File: src/rtl/sdram_seq_pkg.sv
`timescale 1ns/1ps
package sdram_seq_pkg;

    // {cs_n, ras_n, cas_n, we_n}
    typedef enum logic [3:0] {
        CMD_MODE = 4'b0000,
        CMD_REF  = 4'b0001,
        CMD_PRE  = 4'b0010,
        CMD_ACT  = 4'b0011,
        CMD_WR   = 4'b0100,
        CMD_RD   = 4'b0101,
        CMD_NOP  = 4'b0111
    } sd_cmd_e;

    typedef enum logic [2:0] {
        ST_POWERUP,
        ST_INIT_REF1,
        ST_INIT_REF2,
        ST_INIT_MODE,
        ST_IDLE,
        ST_COLUMN
    } seq_state_e;

    function automatic int max3(input int a, input int b, input int c);
        int m;
        m = (a > b) ? a : b;
        return (m > c) ? m : c;
    endfunction

endpackage

File: src/rtl/sdram_gap_timer.sv
`timescale 1ns/1ps
module sdram_gap_timer #(
    parameter int TW      = 8,
    parameter int RST_VAL = 1
) (
    input  logic          clk,
    input  logic          rst,
    input  logic          load,
    input  logic [TW-1:0] load_val,
    output logic          done
);
    logic [TW-1:0] cnt;

    always_ff @(posedge clk) begin
        if (rst)
            cnt <= TW'(RST_VAL);
        else if (load)
            cnt <= load_val;
        else if (cnt != '0)
            cnt <= cnt - 1'b1;
    end

    assign done = (cnt == '0);
endmodule

File: src/rtl/sdram_refresh_timer.sv
`timescale 1ns/1ps
module sdram_refresh_timer #(
    parameter int REFI = 1562
) (
    input  logic clk,
    input  logic rst,
    input  logic clear,
    output logic pending
);
    localparam int RW = $clog2(REFI + 1);

    logic [RW-1:0] cnt;
    logic          tick;

    assign tick = (cnt == '0);

    always_ff @(posedge clk) begin
        if (rst) begin
            cnt     <= RW'(REFI - 1);
            pending <= 1'b0;
        end else begin
            cnt <= tick ? RW'(REFI - 1) : cnt - 1'b1;
            if (tick)
                pending <= 1'b1;
            else if (clear)
                pending <= 1'b0;
        end
    end
endmodule

File: src/rtl/sdram_seq.sv
`timescale 1ns/1ps
module sdram_seq
    import sdram_seq_pkg::*;
#(
    parameter int ROW_W         = 12,
    parameter int COL_W         = 8,
    parameter int BANK_W        = 2,
    parameter int DQM_W         = 2,
    parameter int CLK_NS        = 10,
    parameter int REF_WINDOW_NS = 64_000_000,
    parameter int REF_COUNT     = 4096,
    parameter int T_INIT        = 10000,
    parameter int T_RP          = 2,
    parameter int T_RFC         = 7,
    parameter int T_MRD         = 2,
    parameter int T_RCD         = 2,
    parameter int T_RAS         = 5,
    parameter int T_RC          = 7,
    parameter int T_DAL         = 4,
    parameter int CAS_LAT       = 2
) (
    input  logic              clk,
    input  logic              rst,
    input  logic              req_valid,
    input  logic              req_write,
    input  logic [BANK_W-1:0] req_bank,
    input  logic [ROW_W-1:0]  req_row,
    input  logic [COL_W-1:0]  req_col,
    output logic              req_ack,
    output logic              sd_cs_n,
    output logic              sd_ras_n,
    output logic              sd_cas_n,
    output logic              sd_we_n,
    output logic [BANK_W-1:0] sd_ba,
    output logic [ROW_W-1:0]  sd_addr,
    output logic [DQM_W-1:0]  sd_dqm
);
    localparam int AP_BIT = 10;
    localparam int REFI   = REF_WINDOW_NS / REF_COUNT / CLK_NS;
    localparam int G_RD   = max3(T_RC - T_RCD, T_RAS + T_RP - T_RCD, 1 + T_RP);
    localparam int G_WR   = max3(T_RC - T_RCD, T_RAS + T_RP - T_RCD, T_DAL);
    localparam int TW     = $clog2(T_INIT + T_RFC + G_WR + G_RD + T_MRD + T_RCD + T_RP + 2);
    localparam logic [ROW_W-1:0] MODE_WORD = ROW_W'(CAS_LAT << 4);

    seq_state_e        state, state_nx;
    sd_cmd_e           cmd_nx, cmd_q;
    logic [BANK_W-1:0] ba_nx;
    logic [ROW_W-1:0]  addr_nx;
    logic              ack_nx;
    logic              load;
    logic [TW-1:0]     load_val;
    logic              gap_done;
    logic              ref_pending, ref_clear;
    logic              take_req;
    logic              hold_write;
    logic [BANK_W-1:0] hold_bank;
    logic [COL_W-1:0]  hold_col;

    sdram_gap_timer #(.TW(TW), .RST_VAL(T_INIT - 1)) u_gap (
        .clk(clk), .rst(rst), .load(load), .load_val(load_val), .done(gap_done)
    );

    sdram_refresh_timer #(.REFI(REFI)) u_refi (
        .clk(clk), .rst(rst), .clear(ref_clear), .pending(ref_pending)
    );

    // state register
    always_ff @(posedge clk) begin
        if (rst) state <= ST_POWERUP;
        else     state <= state_nx;
    end

    // next command and next state
    always_comb begin
        state_nx  = state;
        cmd_nx    = CMD_NOP;
        ba_nx     = '0;
        addr_nx   = '0;
        ack_nx    = 1'b0;
        load      = 1'b0;
        load_val  = '0;
        ref_clear = 1'b0;
        take_req  = 1'b0;
        unique case (state)
            ST_POWERUP: if (gap_done) begin
                cmd_nx           = CMD_PRE;
                addr_nx[AP_BIT]  = 1'b1;
                load             = 1'b1;
                load_val         = TW'(T_RP - 1);
                state_nx         = ST_INIT_REF1;
            end
            ST_INIT_REF1: if (gap_done) begin
                cmd_nx    = CMD_REF;
                ref_clear = 1'b1;
                load      = 1'b1;
                load_val  = TW'(T_RFC - 1);
                state_nx  = ST_INIT_REF2;
            end
            ST_INIT_REF2: if (gap_done) begin
                cmd_nx    = CMD_REF;
                ref_clear = 1'b1;
                load      = 1'b1;
                load_val  = TW'(T_RFC - 1);
                state_nx  = ST_INIT_MODE;
            end
            ST_INIT_MODE: if (gap_done) begin
                cmd_nx   = CMD_MODE;
                addr_nx  = MODE_WORD;
                load     = 1'b1;
                load_val = TW'(T_MRD - 1);
                state_nx = ST_IDLE;
            end
            ST_IDLE: if (gap_done) begin
                if (ref_pending) begin
                    cmd_nx    = CMD_REF;
                    ref_clear = 1'b1;
                    load      = 1'b1;
                    load_val  = TW'(T_RFC - 1);
                end else if (req_valid) begin
                    cmd_nx   = CMD_ACT;
                    ba_nx    = req_bank;
                    addr_nx  = req_row;
                    take_req = 1'b1;
                    load     = 1'b1;
                    load_val = TW'(T_RCD - 1);
                    state_nx = ST_COLUMN;
                end
            end
            ST_COLUMN: if (gap_done) begin
                cmd_nx          = hold_write ? CMD_WR : CMD_RD;
                ba_nx           = hold_bank;
                addr_nx         = ROW_W'(hold_col);
                addr_nx[AP_BIT] = 1'b1;
                ack_nx          = 1'b1;
                load            = 1'b1;
                load_val        = hold_write ? TW'(G_WR - 1) : TW'(G_RD - 1);
                state_nx        = ST_IDLE;
            end
            default: state_nx = ST_POWERUP;
        endcase
    end

    // request hold registers
    always_ff @(posedge clk) begin
        if (rst) begin
            hold_write <= 1'b0;
            hold_bank  <= '0;
            hold_col   <= '0;
        end else if (take_req) begin
            hold_write <= req_write;
            hold_bank  <= req_bank;
            hold_col   <= req_col;
        end
    end

    // registered pin outputs
    always_ff @(posedge clk) begin
        if (rst) begin
            cmd_q   <= CMD_NOP;
            sd_ba   <= '0;
            sd_addr <= '0;
            req_ack <= 1'b0;
            sd_dqm  <= '1;
        end else begin
            cmd_q   <= cmd_nx;
            sd_ba   <= ba_nx;
            sd_addr <= addr_nx;
            req_ack <= ack_nx;
            if (cmd_nx == CMD_MODE)
                sd_dqm <= '0;
        end
    end

    assign {sd_cs_n, sd_ras_n, sd_cas_n, sd_we_n} = cmd_q;
endmodule

File: config.mk
export PLATFORM = sky130hd
export DESIGN_NAME = sdram_seq
export DESIGN_NICKNAME = d
export VERILOG_FILES = /design/src/rtl/sdram_seq_pkg.sv /design/src/rtl/sdram_gap_timer.sv /design/src/rtl/sdram_refresh_timer.sv /design/src/rtl/sdram_seq.sv
export SDC_FILE = /design/constraint.sdc
export NUM_CORES = 1
export LEC_CHECK = 0
export BUFFER_PORTS_ARGS = -buffer_cell sky130_fd_sc_hd__buf_4
export CAP_MARGIN = 20
export CORE_UTILIZATION = 30
export DETAILED_ROUTE_END_ITERATION = 12
export PLACE_DENSITY = 0.54
export SYNTH_ARGS = -nofsm -noshare
export SYNTH_HDL_FRONTEND = slang
export SYNTH_SLANG_ARGS = --single-unit
File: constraint.sdc
create_clock -name clk -period 1.9 [get_ports clk]
set_input_delay 0.38 -clock clk [delete_from_list [all_inputs] [get_ports clk]]
set_output_delay 0.38 -clock clk [all_outputs]
set_load 0.05 [all_outputs]
# Word level (Yosys, flattened, before mapping)
# Index checks and enable logic that the tools add are counted.
dict set report op_classes {
  bitwise_logic 1
  mux 52
  n_addsub 2
  eq_ne 12
  n_reduce_logical 14
}
# operator count
set op_table {}
lappend op_table {{$mux W3} 17}
lappend op_table {{$mux W12} 3}
lappend op_table {{$pmux W10 S3} 1}
lappend op_table {{$pmux W3 S5} 2}
lappend op_table {{$mux W14} 2}
lappend op_table {{$logic_not A14 Y1} 1}
lappend op_table {{$mux W1} 14}
lappend op_table {{$reduce_bool A14 Y1} 1}
lappend op_table {{$sub A14 B1 Y14 const B} 1}
lappend op_table {{$ne A2 B2 Y1 const B} 6}
lappend op_table {{$pmux W3 S4} 1}
lappend op_table {{$logic_not A11 Y1} 1}
lappend op_table {{$mux W11} 1}
lappend op_table {{$sub A11 B1 Y11 const B} 1}
lappend op_table {{$mux W2} 5}
lappend op_table {{$reduce_or A2 Y1} 5}
lappend op_table {{$reduce_and A7 Y1} 1}
lappend op_table {{$eq A3 B2 Y1 const B} 2}
lappend op_table {{$eq A3 B3 Y1 const B} 2}
lappend op_table {{$mux W6} 1}
lappend op_table {{$reduce_or A5 Y1} 1}
lappend op_table {{$logic_not A4 Y1} 1}
lappend op_table {{$pmux W1 S2} 2}
lappend op_table {{$pmux W1 S4} 1}
lappend op_table {{7 further kinds} 8}
dict set report totals {
  out_inout_bits 21
  elab_cells 93
  regBits 61
}

# Longest topological paths before layout
# Gate-level depths: netlist of run 1.
dict set report depth {
  word_depth 5
  mapped_depth 7
}

# Cells and area by module
# A second synthesis of run 1 with hierarchy kept.
dict set report hier_totals {
  hier_cells 318
  hier_area_um2 2796.4
}
# mod seq_area_each_um2 n_inst cells_per_inst area_per_inst_um2
set by_module_without_submodules {}
lappend by_module_without_submodules {sdram_seq 660.6 1 158 1432.6}
lappend by_module_without_submodules {sdram_gap_timer 280.3 1 98 803.3}
lappend by_module_without_submodules {sdram_refresh_timer 240.2 1 62 560.5}

# Worst setup path after synthesis of run 1
# Ideal clock, no wire load.
dict set report synth_path {
  path_type {reg-to-reg}
  start {reg u_gap.cnt[0]}
  end {reg u_gap.cnt[0]}
  period_less_slack_ns 2.046
  slack_ns -0.146
  setup_ns 0.134
  t_arrival_ns 1.912
  path_stages_with_launch 7
  n_path_buf 0
  cell_sequence {dfxtp_1 > inv_1 > ha_1 > or4b_1 > nor4_4 > nor2_1 > or4_1}
}
dict set report synth_between {
  elab_chain_len 4
}
# item line_no
set synth_lines {}
lappend synth_lines {{start: declaration} sdram_gap_timer.sv:12} ;# logic [TW-1:0] cnt;
lappend synth_lines {{start signal: assignment} sdram_gap_timer.sv:16} ;# cnt <= TW'(RST_VAL);
lappend synth_lines {{start signal: assignment} sdram_gap_timer.sv:18} ;# cnt <= load_val;
lappend synth_lines {{start signal: assignment} sdram_gap_timer.sv:20} ;# cnt <= cnt - 1'b1;
lappend synth_lines {{branches (longest 4 deep; another with $sub A14 B1 Y14)} --}
# Parallel ways; which one is timed is not known. The select of a mux whose other input is x is not followed.
# A chain may end at the register's enable or synchronous reset.

# Worst setup path after layout of run 1
dict set report layout_path {
  start {reg u_gap.cnt[1]}
  end {reg u_gap.cnt[0]}
}
dict set report layout_between {
  elab_chain_len 4
}
# item line_no
set layout_lines {}
lappend layout_lines {{$logic_not A14 Y1} sdram_gap_timer.sv:23} ;# assign done = (cnt == '0);
lappend layout_lines {{$mux W3, or another cell as far along} sdram_seq.sv:113} ;# ST_IDLE: if (gap_done) begin
lappend layout_lines {{$pmux W3 S4 / $pmux W1 S2 (equally long branches)} sdram_seq.sv:84} ;# unique case (state)
lappend layout_lines {{$mux W14 / $reduce_bool A2 Y1 (equally long branches)} --}
# Parallel ways exist; a longest one is shown, timed or not.

==> reports/metrics.csv, run 1 <==
stage,metric,value,unit
layout,ant diodes,0,
sta,# setup viols final,3,
outcome,status,"finished, violations left",
layout,"commonest non-fill, non-tap cell in the layout",buf_4,
critical_path,Required @ worst endpoint,2100,ps
clocking,H-tree levels,3,
sta,Worst Clk Skew,11.9,ps
global_routing,Total GRT Usage,15.7,%
power,Comb power frac,5.6,%
detailed_routing,vias per inst,4.94,
detailed_routing,# DRC,0,
logic_synthesis,Post-synth EDFFs,0,
placed_design,GPL Wtd Cong,0.777,
detailed_routing,drt total wl,6.68,mm
critical_path,Reg2Reg Depth,6,
floorplan,Die Wd,93.9,um
clocking,CTS tree,yes,
layout,Fillers,806,
global_routing,vias in the first global route,2290,
placed_design,IO buf count,45,
detailed_routing,met1 WL,2.98,mm
clocking,clk_lat worst skew,330,ps
sta,hold_ws,241,ps
power,Leakage,1.46,nW
layout,Area Growth Syn to Fin,45.0,%
critical_path,critical path peak fanout,4,
clocking,clk sinks,59,
logic_synthesis,Synth Area in Compound Gates,18.7,%
detailed_routing,Max Used Layer,met4,
global_routing,initial antenna violation count,0,
logic_synthesis,Post-Syn Instances,287,
floorplan,Die Span Y,93.9,um
sta,min cycle time layout,1930,ps
sta,Setup WS post-layout,-28.6,ps
floorplan,# rows,33,
critical_path,max incr delay on CP,490,ps
power,Clk network pwr share,49.8,%
logic_synthesis,Synth area leader,dfxtp_1,
layout,share of cells above drive strength 1,37.3,%
power,Sw Pwr,594,uW
worst_hold_path,Hold Path Depth,2,
layout,Storage cell area,1180,um2
clocking,Root Driver,clkbuf_8,
floorplan,Boundary Pins,47,
logic_synthesis,"Cell Area, Synth",2530,um2
clocking,CTS buffer count,9,
detailed_routing,total iterations of the first detailed-routing run,4,
sta,RSZ-0062 raised after global routing,true,
critical_path,critical path's slowest cell,or4_1,
logic_synthesis,sequential share of the synthesized area,46.6,%
logic_synthesis,Cell variety after synth,52,
layout,Multi-input gate area,1380,um2
detailed_routing,Avg WL per Cell,13.8,um
power,Tot Pwr,2.85,mW
logic_synthesis,Syn Nets,315,
power,Worst VDD drop,0.000490,V
power,PwrDens,775,nW/um2
detailed_routing,met2 wire length,3.35,mm
power,P_int,2.25,mW
logic_synthesis,"FFs w/ async S/R, synth",0,%
logic_synthesis,"FF+latch count, synth",59,
outcome,failing checks,negative setup slack,
detailed_routing,via count,2386,
logic_synthesis,synthesized-area fraction occupied by adder cells,0.988,%
power,Sequential Power Share,44.6,%
critical_path,Setup Crit Path Kind,flop to flop,
placed_design,Post-DP HPWL,4.82,mm
critical_path,Critical Path Source Type,flop,
detailed_routing,1st-iter DRT viols,71,
critical_path,CP endpoint kind,flop,
clocking,CTS Hold Bufs,0,
power,switching share of power,20.9,%
clocking,CTS Buffer Depth,2,
logic_synthesis,Syn Area/Cell,8.83,um2
logic_synthesis,post-synthesis mux area share,0.840,%
floorplan,core area,8180,um2
logic_synthesis,xor/xnor share of the synthesized area,3.46,%
floorplan,die area,8820,um2
floorplan,Initial Utilization,31.0,%
critical_path,"Cell Chain, Critical Path",inv_2 > ha_4 > or4b_4 > nor4_4 > nor2_1 > or4_1,
clocking,"CTS clk-pin slew, worst paths",70,ps
sta,Max Freq,0.519,GHz
logic_synthesis,largest family of logic cells by synthesized area,simple AND/OR/NAND/NOR gates,
global_routing,GR Overflow Total,0,
global_routing,largest net degree at the start of global routing,19,
layout,most frequent cells in the layout,"buf_4 (89), dfxtp_1 (57), a21oi_1 (24), nor2_1 (22), o21ai_0 (22)",
critical_path,CP Data Arrival Time,2130,ps
sta,Fin. Hold Viols,0,
detailed_routing,ANT nets after route,0,
sta,Final Max Slew Viols,0,
sta,fin crit share,102,%
detailed_routing,WL met3,297,um
worst_hold_path,type of the most critical hold path,primary input to flop,
job,# Max-Cap Violations,0,
logic_synthesis,top_reg_cell synth,dfxtp_1,
global_routing,first-pass GRT wire length,10.7,mm
logic_synthesis,Synth top area share,46.6,%
logic_synthesis,Ys Warns,0,
logic_synthesis,"top cells by area, synth","dfxtp_1 (47%), a21oi_1 (4.7%), o21ai_0 (4.7%), nor2_1 (3.6%), nand3_1 (3.0%)",
layout,Final nets,401,
logic_synthesis,Simple-Gate Fraction of Synth Area,25.3,%
critical path: cells and delay by family (launching register included):
family	cells	cell delay (ps)
fa+ha+maj	1	140
simple gates	4	1260
flops	1	330
buf+inv	1	80
layout make-up:
| cell class | instances | share of cell area [%] |
|---|---|---|
| multi-input cells | 204 | 37.6 |
| flip-flops and latches | 59 | 32.2 |
| repair buffers | 92 | 19.1 |
| clock buffers | 10 | 3.75 |
| well taps | 105 | 3.58 |
| clock inverters | 6 | 3.06 |
| inverters | 7 | 0.715 |
worst paths after layout:
check | start | end | slack, ps
setup reg to reg | u_gap.cnt[1]$_SDFFE_PP1P_ | u_gap.cnt[0]$_SDFFE_PP1P_ | -30
hold / removal | req_row[9] | sd_addr[9]$_SDFF_PP0_ | 240
hold reg to reg | u_refi.cnt[0]$_SDFF_PP1_ | u_refi.cnt[0]$_SDFF_PP1_ | 410
setup / recovery | u_gap.cnt[1]$_SDFFE_PP1P_ | u_gap.cnt[0]$_SDFFE_PP1P_ | -30
cell usage after synthesis (all sizes together) (2+ instances only):
master   instances
clkbuf          11
a21oi           24
a2111oi          3
or4              7
o21ai           24
or4b             2
o21a             2
nand3           15
a32o             2
nand4            3
nor3            10
nor2            24
nor2b            6
nor4b            2
a22o             7
or3              2
xnor2            8
nand2           12
ha               2
and2             2
inv              7
dfxtp           59
a21o             3
o22ai            3
nand2b           3
xor2             2
or2              7
buf              6
nor4             7
and3             5
o31ai            3
logic make-up after synthesis:
group / after synthesis
AND/OR/NAND/NOR: 112
AO/OA/AOI/OAI: 77
multiplexers: 2
flip-flops: 59
XOR/XNOR: 10
buffers and inverters: 24
adder cells (fa/ha/maj): 2
other: 1
power groups by stage:
| stage | registers (mW) | clock network (mW) | logic [mW] |
|---|---|---|---|
| final | 1.27 | 1.42 | 0.160 |
| after global routing | 1.27 | 1.51 | 0.177 |
| after CTS | 1.27 | 1.46 | 0.156 |
| after detailed placement | 1.30 | 0 | 0.129 |
| after global placement | 1.30 | 0 | 0.128 |
| after floorplan | 1.29 | 0 | 0.0596 |
registers in the layout, summed over array words and instances, names as in the netlist:
| signal | cells |
|---|---|
| u_gap.cnt | 14 |
| sd_addr | 12 |
| u_refi.cnt | 11 |
| hold_col | 8 |
| cmd_q | 3 |
| state | 3 |
| hold_bank | 2 |
| sd_ba | 2 |
| hold_write | 1 |
| req_ack | 1 |
| sd_dqm | 1 |
| u_refi.pending | 1 |
metal layers:
metal,vias up,track usage (%)
li1,1219,-
met1,1115,17.8
met2,45,27.6
met3,7,4.69
met4,0,5.77
met5,-,0
stage by stage:
step	setup WS, ps	util, %	area [um2]	setup TNS (ps)	instances
after floorplan	-145	-	2570	-145	287
after global placement	-73.8	39.9	3260	-233	459
after detailed placement	-94.1	39.9	3260	-362	459
after CTS	-16.5	44.0	3600	-31.1	484
after global routing	-101	44.9	3670	-526	483
final	-28.6	44.9	3670	-56.8	483
what timing repair did:
item                                    CTS  global route
endpoints found under the setup margin    7            31
hold endpoints to repair                  0             0
buffers inserted                          9             0
gates cloned                              0             0
pin swaps                                 2             3
resized for setup                         5            19
(Power assumes the default switching activity.)
==> run 2, diff against run 1 <==
--- a/config.mk
+++ b/config.mk
@@ -7,9 +7,10 @@
 export LEC_CHECK = 0
 export BUFFER_PORTS_ARGS = -buffer_cell sky130_fd_sc_hd__buf_4
 export CAP_MARGIN = 20
-export CORE_UTILIZATION = 30
+export CORE_ASPECT_RATIO = 2
+export CORE_UTILIZATION = 44
 export DETAILED_ROUTE_END_ITERATION = 12
-export PLACE_DENSITY = 0.54
+export PLACE_DENSITY = 0.72
 export SYNTH_ARGS = -nofsm -noshare
 export SYNTH_HDL_FRONTEND = slang
 export SYNTH_SLANG_ARGS = --single-unit
==> run 2 against run 1 <==
The flow still finishes with violations (negative setup slack). Via count is 2.1% higher. Final area is 5.0% lower. Clock skew is 2.7 ps lower. Count of clock-buffer cells in the layout is 3 higher. Sequential power hardly changed. Fmax is 0.17% lower. Combinational power is 16% lower. Utilization is 19 points higher. Register-to-register slack hardly changed. Setup slack worse by 3.2 ps. Critical endpoint unchanged. Highest routed layer unchanged.
==> reports/metrics.csv, run 2 (same netlist as run 1, synthesis figures left out) <==
stage,metric,value,unit,change
power,Tot Pwr,2.54,mW,was 2.85 mW
layout,Fillers,479,,was 806
worst_hold_path,type of the most critical hold path,primary input to flop,,unchanged
layout,ant diodes,0,,unchanged
sta,min cycle time layout,1930,ps,about the same
power,PwrDens,728,nW/um2,was 775 nW/um2
layout,largest registers,"u_gap.cnt (14), sd_addr (12), u_refi.cnt (11)",,unchanged
critical_path,"Cell Chain, Critical Path",inv_2 > ha_4 > or4b_4 > nor4_4 > nor2_1 > or4_1,,unchanged
critical_path,max incr delay on CP,480,ps,was 490 ps
critical_path,worst r2r src,u_gap.cnt[0]$_SDFFE_PP1P_,,was u_gap.cnt[1]$_SDFFE_PP1P_
sta,Slew headroom,63.4,%,
detailed_routing,total iterations of the first detailed-routing run,4,,unchanged
worst_hold_path,worst hold start,req_row[8],,was req_row[9]
global_routing,largest net degree at the start of global routing,35,,was 19
sta,# setup viols final,4,,was 3
power,Leakage,1.38,nW,was 1.46 nW
clocking,CTS buffer count,9,,unchanged
floorplan,Die Wd,55.7,um,was 93.9 um
floorplan,# rows,38,,was 33
clocking,"CTS clk-pin slew, worst paths",60,ps,was 70 ps
sta,Final Max Slew Viols,0,,unchanged
layout,Largest register FFs,14,,unchanged
critical_path,CP Launch Point,u_gap.cnt[0]$_SDFFE_PP1P_,,was u_gap.cnt[1]$_SDFFE_PP1P_
clocking,CTS Buffer Depth,2,,unchanged
power,Worst VDD drop,0.000702,V,was 0.000490 V
layout,Final Cell Area,3490,um2,was 3670 um2
critical_path,Setup Crit Path Kind,flop to flop,,unchanged
sta,Worst Clk Skew,9.20,ps,was 11.9 ps
critical_path,CP endpoint kind,flop,,unchanged
detailed_routing,Avg WL per Cell,15.2,um,was 13.8 um
critical_path,CP Data Arrival Time,2150,ps,was 2130 ps
clocking,Root Driver,clkbuf_8,,unchanged
sta,fin crit share,102,%,about the same
outcome,status,"finished, violations left",,unchanged
detailed_routing,1st-iter DRT viols,58,,was 71
layout,most frequent cells in the layout,"buf_4 (82), dfxtp_1 (57), a21oi_1 (24), o21ai_0 (24), nor2_1 (21)",,"was buf_4 (89), dfxtp_1 (57), a21oi_1 (24), nor2_1 (22), o21ai_0 (22)"
critical_path,critical path peak fanout,4,,unchanged
global_routing,Total GRT Usage,22.8,%,was 15.7%
critical_path,Required @ worst endpoint,2120,ps,was 2100 ps
sta,Setup WS post-layout,-31.8,ps,was -28.6 ps
clocking,clk_lat worst skew,350,ps,was 330 ps
detailed_routing,drt total wl,6.55,mm,was 6.68 mm
sta,Max Freq,0.518,GHz,was 0.519 GHz
clocking,clk sinks,59,,unchanged
global_routing,GR Overflow Total,0,,unchanged
placed_design,Placed Area,3170,um2,was 3260 um2
global_routing,vias in the first global route,2369,,"was 2,290"
floorplan,Die Span Y,109,um,was 93.9 um
detailed_routing,ANT nets after route,0,,unchanged
critical_path,Critical Path Source Type,flop,,unchanged
critical_path,internal reg-to-reg setup slack,-30,ps,about the same
clocking,CTS tree,yes,,unchanged
clocking,H-tree levels,3,,unchanged
global_routing,initial antenna violation count,0,,unchanged
layout,Area Growth Syn to Fin,37.7,%,was 45.0%
detailed_routing,# DRC,0,,unchanged
job,# Max-Cap Violations,0,,unchanged
outcome,failing checks,negative setup slack,,unchanged
placed_design,IO buf count,45,,unchanged
floorplan,die area,6080,um2,was 8820 um2
sta,Least-Margin Pin Slew,548,ps,
floorplan,Boundary Pins,47,,unchanged
sta,RSZ-0062 raised after global routing,true,,unchanged
detailed_routing,via count,2435,,"was 2,386"
sta,hold_ws,233,ps,was 241 ps
global_routing,first-pass GRT wire length,10.5,mm,was 10.7 mm
floorplan,core area,5470,um2,was 8180 um2
placed_design,Post-DP HPWL,4.76,mm,was 4.82 mm
clocking,CTS Hold Bufs,0,,unchanged
layout,"commonest non-fill, non-tap cell in the layout",buf_4,,unchanged
layout,share of cells above drive strength 1,35.6,%,was 37.3%
critical_path,critical path's slowest cell,or4b_4,,was or4_1
layout,Biggest register,u_gap.cnt,,unchanged
layout,Final nets,395,,was 401
sta,Fin. Hold Viols,0,,unchanged
floorplan,Initial Utilization,46.3,%,was 31.0%
detailed_routing,vias per inst,5.65,,was 4.94
placed_design,GPL Wtd Cong,0.841,,was 0.777
placed_design,pre-CTS setup slack,-135,ps,was -94.1 ps
## run 2: path summary, 6_finish.rpt
path	depth (start not counted)	to
hold reg to reg	1	u_refi.cnt[0]$_SDFF_PP1_
hold / removal	2	sd_addr[8]$_SDFF_PP0_
setup reg to reg	6	u_gap.cnt[0]$_SDFFE_PP1P_
setup / recovery	6	u_gap.cnt[0]$_SDFFE_PP1P_
## run 2: per-layer routing
layer	share of wire (%)	track usage [%]
met2	60	45.8
met4	2.2	13.2
met3	3.6	6.00
met1	35	19.6
met5	0	0
## run 2: per-stage QoR
stage                     util, %  setup TNS, ps  std cells
after detailed placement     58.0           -466        410
after global placement       58.0           -184        410
after floorplan                 -           -145        287
after global routing         63.8           -886        431
final                        63.8          -67.8        431
after CTS                    62.5          -38.5        430
## run 2: timing repair
action / in CTS / in global routing
pin swaps: 4 / 2
gates resized for setup: 5 / 14
endpoints found under the setup margin: 10 / 37
setup buffers: 5 / 1
gates cloned: 0 / 0
## run 2: worst max-delay path: cells and delay by family (launching register included)
family | cells | cell delay, ps
simple gates | 4 | 1270
fa+ha+maj | 1 | 140
buf+inv | 1 | 60
flops | 1 | 330
## run 2: power by group
group          internal, mW  switching [mW]
logic                0.0745          0.0602
clock network         0.668           0.467
registers              1.25          0.0165
total                  2.00           0.543
## run 2: final cells by class
class / instances / area, um2 / area share [%]
Multi-Input combinational cell: 204 / 1350 / 38.7
Sequential cell: 59 / 1180 / 33.9
Timing Repair Buffer: 86 / 661 / 18.9
Clock buffer: 13 / 159 / 4.55
Tap cell: 60 / 75.1 / 2.15
Clock inverter: 2 / 35.0 / 1.00
Inverter: 7 / 26.3 / 0.753
==> run 3, diff against run 2 <==
--- a/config.mk
+++ b/config.mk
@@ -10,7 +10,7 @@
 export CORE_ASPECT_RATIO = 2
 export CORE_UTILIZATION = 44
 export DETAILED_ROUTE_END_ITERATION = 12
-export PLACE_DENSITY = 0.72
+export PLACE_DENSITY = 0.7
 export SYNTH_ARGS = -nofsm -noshare
 export SYNTH_HDL_FRONTEND = slang
 export SYNTH_SLANG_ARGS = --single-unit
==> constraint.sdc (replaced) <==
create_clock -name clk -period 1.85 [get_ports clk]
set_input_delay 0.37 -clock clk [delete_from_list [all_inputs] [get_ports clk]]
set_output_delay 0.37 -clock clk [all_outputs]
set_load 0.05 [all_outputs]
==> run 3 against run 2 <==
The flow still finishes with violations (negative setup slack). Register-to-register slack worse by 30 ps. Combinational power up 5%. Clock skew down 2.0 ps. Setup slack worse by 29 ps. Worst hold slack worse by 12 ps. Highest routed layer unchanged. Largest cell class unchanged. Cell count up 1.6%.
==> reports/metrics.csv, run 3 (same netlist as run 1, synthesis figures left out) <==
stage,metric,value,unit,change
outcome,status,"finished, violations left",,unchanged
clocking,"CTS clk-pin slew, worst paths",60,ps,about the same
layout,largest registers,"u_gap.cnt (14), sd_addr (12), u_refi.cnt (11)",,unchanged
floorplan,Boundary Pins,47,,unchanged
layout,ant diodes,0,,unchanged
power,Worst VDD drop,0.000755,V,was 0.000702 V
sta,Slew headroom,66.6,%,was 63.4%
global_routing,first-pass GRT wire length,10.9,mm,was 10.5 mm
detailed_routing,# DRC,0,,unchanged
sta,Max Freq,0.523,GHz,was 0.518 GHz
global_routing,vias in the first global route,2399,,"was 2,369"
power,Comb power frac,5.5,%,was 5.3%
critical_path,critical path's slowest cell,or4_1,,was or4b_4
power,switching share of power,22.4,%,was 21.4%
power,PwrDens,712,nW/um2,was 728 nW/um2
detailed_routing,total iterations of the first detailed-routing run,4,,unchanged
critical_path,Critical Path Source Type,flop,,unchanged
sta,min cycle time layout,1910,ps,was 1930 ps
global_routing,Total GRT Usage,23.7,%,was 22.8%
detailed_routing,drt total wl,7.03,mm,was 6.55 mm
sta,fin crit share,103,%,was 102%
sta,Fin Setup TNS,-121,ps,was -67.8 ps
power,Clk network pwr share,44.4,%,was 44.7%
critical_path,CP Data Arrival Time,2130,ps,was 2150 ps
layout,fin cells,438,,was 431
placed_design,IO buf count,45,,unchanged
critical_path,Setup Crit Path Kind,flop to flop,,unchanged
clocking,CTS Hold Bufs,0,,unchanged
power,Sequential Power Share,50.2,%,was 50.0%
floorplan,Initial Utilization,46.3,%,unchanged
sta,Worst Clk Skew,7.18,ps,was 9.20 ps
clocking,clk_lat worst skew,350,ps,about the same
detailed_routing,WL met3,320,um,was 237 um
power,P_int,2.02,mW,was 2.00 mW
layout,Final nets,401,,was 395
critical_path,max incr delay on CP,490,ps,was 480 ps
critical_path,"Cell Chain, Critical Path",inv_2 > ha_4 > or4b_4 > nor4_4 > nor2_1 > or4_1,,unchanged
sta,RSZ-0062 raised after global routing,true,,unchanged
sta,# setup viols final,6,,was 4
sta,Fin. Hold Viols,0,,unchanged
placed_design,cell count after placement,416,,was 410
placed_design,GPL Wtd Cong,0.843,,was 0.841
layout,"commonest non-fill, non-tap cell in the layout",buf_4,,unchanged
worst_hold_path,type of the most critical hold path,primary input to flop,,unchanged
detailed_routing,met1 WL,2.44,mm,was 2.27 mm
detailed_routing,ANT nets after route,0,,unchanged
power,Leakage,1.47,nW,was 1.38 nW
floorplan,# rows,38,,unchanged
global_routing,largest net degree at the start of global routing,24,,was 35
clocking,CTS Buffer Depth,2,,unchanged
clocking,clk sinks,59,,unchanged
detailed_routing,Avg WL per Cell,16.1,um,was 15.2 um
detailed_routing,met2 wire length,4.06,mm,was 3.91 mm
sta,Setup WS post-layout,-61.0,ps,was -31.8 ps
layout,Biggest register,u_gap.cnt,,unchanged
detailed_routing,vias per inst,5.67,,was 5.65
critical_path,Required @ worst endpoint,2070,ps,was 2120 ps
detailed_routing,Max Used Layer,met4,,unchanged
critical_path,CP endpoint kind,flop,,unchanged
floorplan,Die Span Y,109,um,unchanged
job,# Max-Cap Violations,0,,unchanged
power,Sw Pwr,583,uW,was 543 uW
placed_design,Post-DP HPWL,4.82,mm,was 4.76 mm
clocking,CTS tree,yes,,unchanged
layout,share of cells above drive strength 1,38.4,%,was 35.6%
critical_path,critical path peak fanout,3,,was 4
layout,Fillers,454,,was 479
sta,Least-Margin Pin Slew,499,ps,was 548 ps
detailed_routing,via count,2485,,"was 2,435"
detailed_routing,1st-iter DRT viols,81,,was 58
sta,Final Max Slew Viols,0,,unchanged
global_routing,initial antenna violation count,0,,unchanged
clocking,Root Driver,clkbuf_8,,unchanged
layout,Largest register FFs,14,,unchanged
outcome,failing checks,negative setup slack,,unchanged
global_routing,GR Overflow Total,0,,unchanged
layout,most frequent cells in the layout,"buf_4 (83), dfxtp_1 (55), a21oi_1 (24), o21ai_0 (23), nor2_1 (22)",,"was buf_4 (82), dfxtp_1 (57), a21oi_1 (24), o21ai_0 (24), nor2_1 (21)"
floorplan,core area,5470,um2,unchanged
clocking,H-tree levels,3,,unchanged
clocking,CTS buffer count,9,,unchanged
floorplan,Die Wd,55.7,um,unchanged
layout,Area Growth Syn to Fin,44.1,%,was 37.7%
floorplan,die area,6080,um2,unchanged
-- run 3: cell types whose count changed in the layout (fill, tap and decap cells not counted), sizes merged --
cell / delta
clkinv: +2
clkinvlp: +1
buf: +4
-- run 3: routing by layer --
layer	vias up	global-route usage, %
met3	20	6.71
li1	1213	-
met5	-	0
met1	1182	21.9
met2	70	45.4
met4	0	13.8
-- run 3: final cells by class --
cell class	instances	area, um2	area share, %
timing repair buffer	92	761	20.8
tap	60	75.1	2.06
clock inverter	5	52.6	1.44
sequential	59	1190	32.5
inverter	7	26.3	0.720
clock buffer	11	141	3.87
multi-input combinational	204	1410	38.6
-- run 3: what timing repair did --
action                                  in CTS  in global routing
endpoints found under the setup margin      29                 41
pin swaps                                    3                  6
cloned                                       0                  3
buffers inserted                             1                  2
resized for setup                            9                 24
-- run 3: worst paths after layout --
kind,start,to,slack (ps),cells after the start
worst max-delay path,u_gap.cnt[0]$_SDFFE_PP1P_,u_gap.cnt[0]$_SDFFE_PP1P_,-60,6
worst max register to register,u_gap.cnt[0]$_SDFFE_PP1P_,u_gap.cnt[0]$_SDFFE_PP1P_,-60,6
worst min register to register,u_refi.cnt[0]$_SDFF_PP1_,u_refi.cnt[0]$_SDFF_PP1_,410,1
worst min-delay path,req_row[8],sd_addr[8]$_SDFF_PP0_,220,2
-- run 3: worst max-delay path, delay by kind of cell, from the launching register on --
kind                       cells  cell delay [ps]
DFF                            1              330
and+or+nand+nor                4             1250
buffers and inverters          1               60
adders and majority gates      1              130
-- run 3: stage by stage --
| step | cell area, um2 | hold WS, ps | power (mW) | setup WS, ps | utilization [%] |
|---|---|---|---|---|---|
| floorplan | 2580 | 379 | 1.39 | -195 | - |
| detailed placement | 3240 | 402 | 1.47 | -129 | 59.3 |
| finish | 3650 | 221 | 2.60 | -61.0 | 66.8 |
| global placement | 3240 | 399 | 1.46 | -112 | 59.3 |
| global route | 3650 | 223 | 2.72 | -165 | 66.8 |
| CTS | 3480 | 204 | 2.63 | -67.0 | 63.7 |
-- run 3: power groups by stage --
stage	logic, mW	registers [mW]	clock network [mW]
finish	0.142	1.30	1.15
global route	0.158	1.31	1.26
CTS	0.140	1.30	1.19
detailed placement	0.135	1.33	0
global placement	0.134	1.33	0
floorplan	0.0614	1.33	0
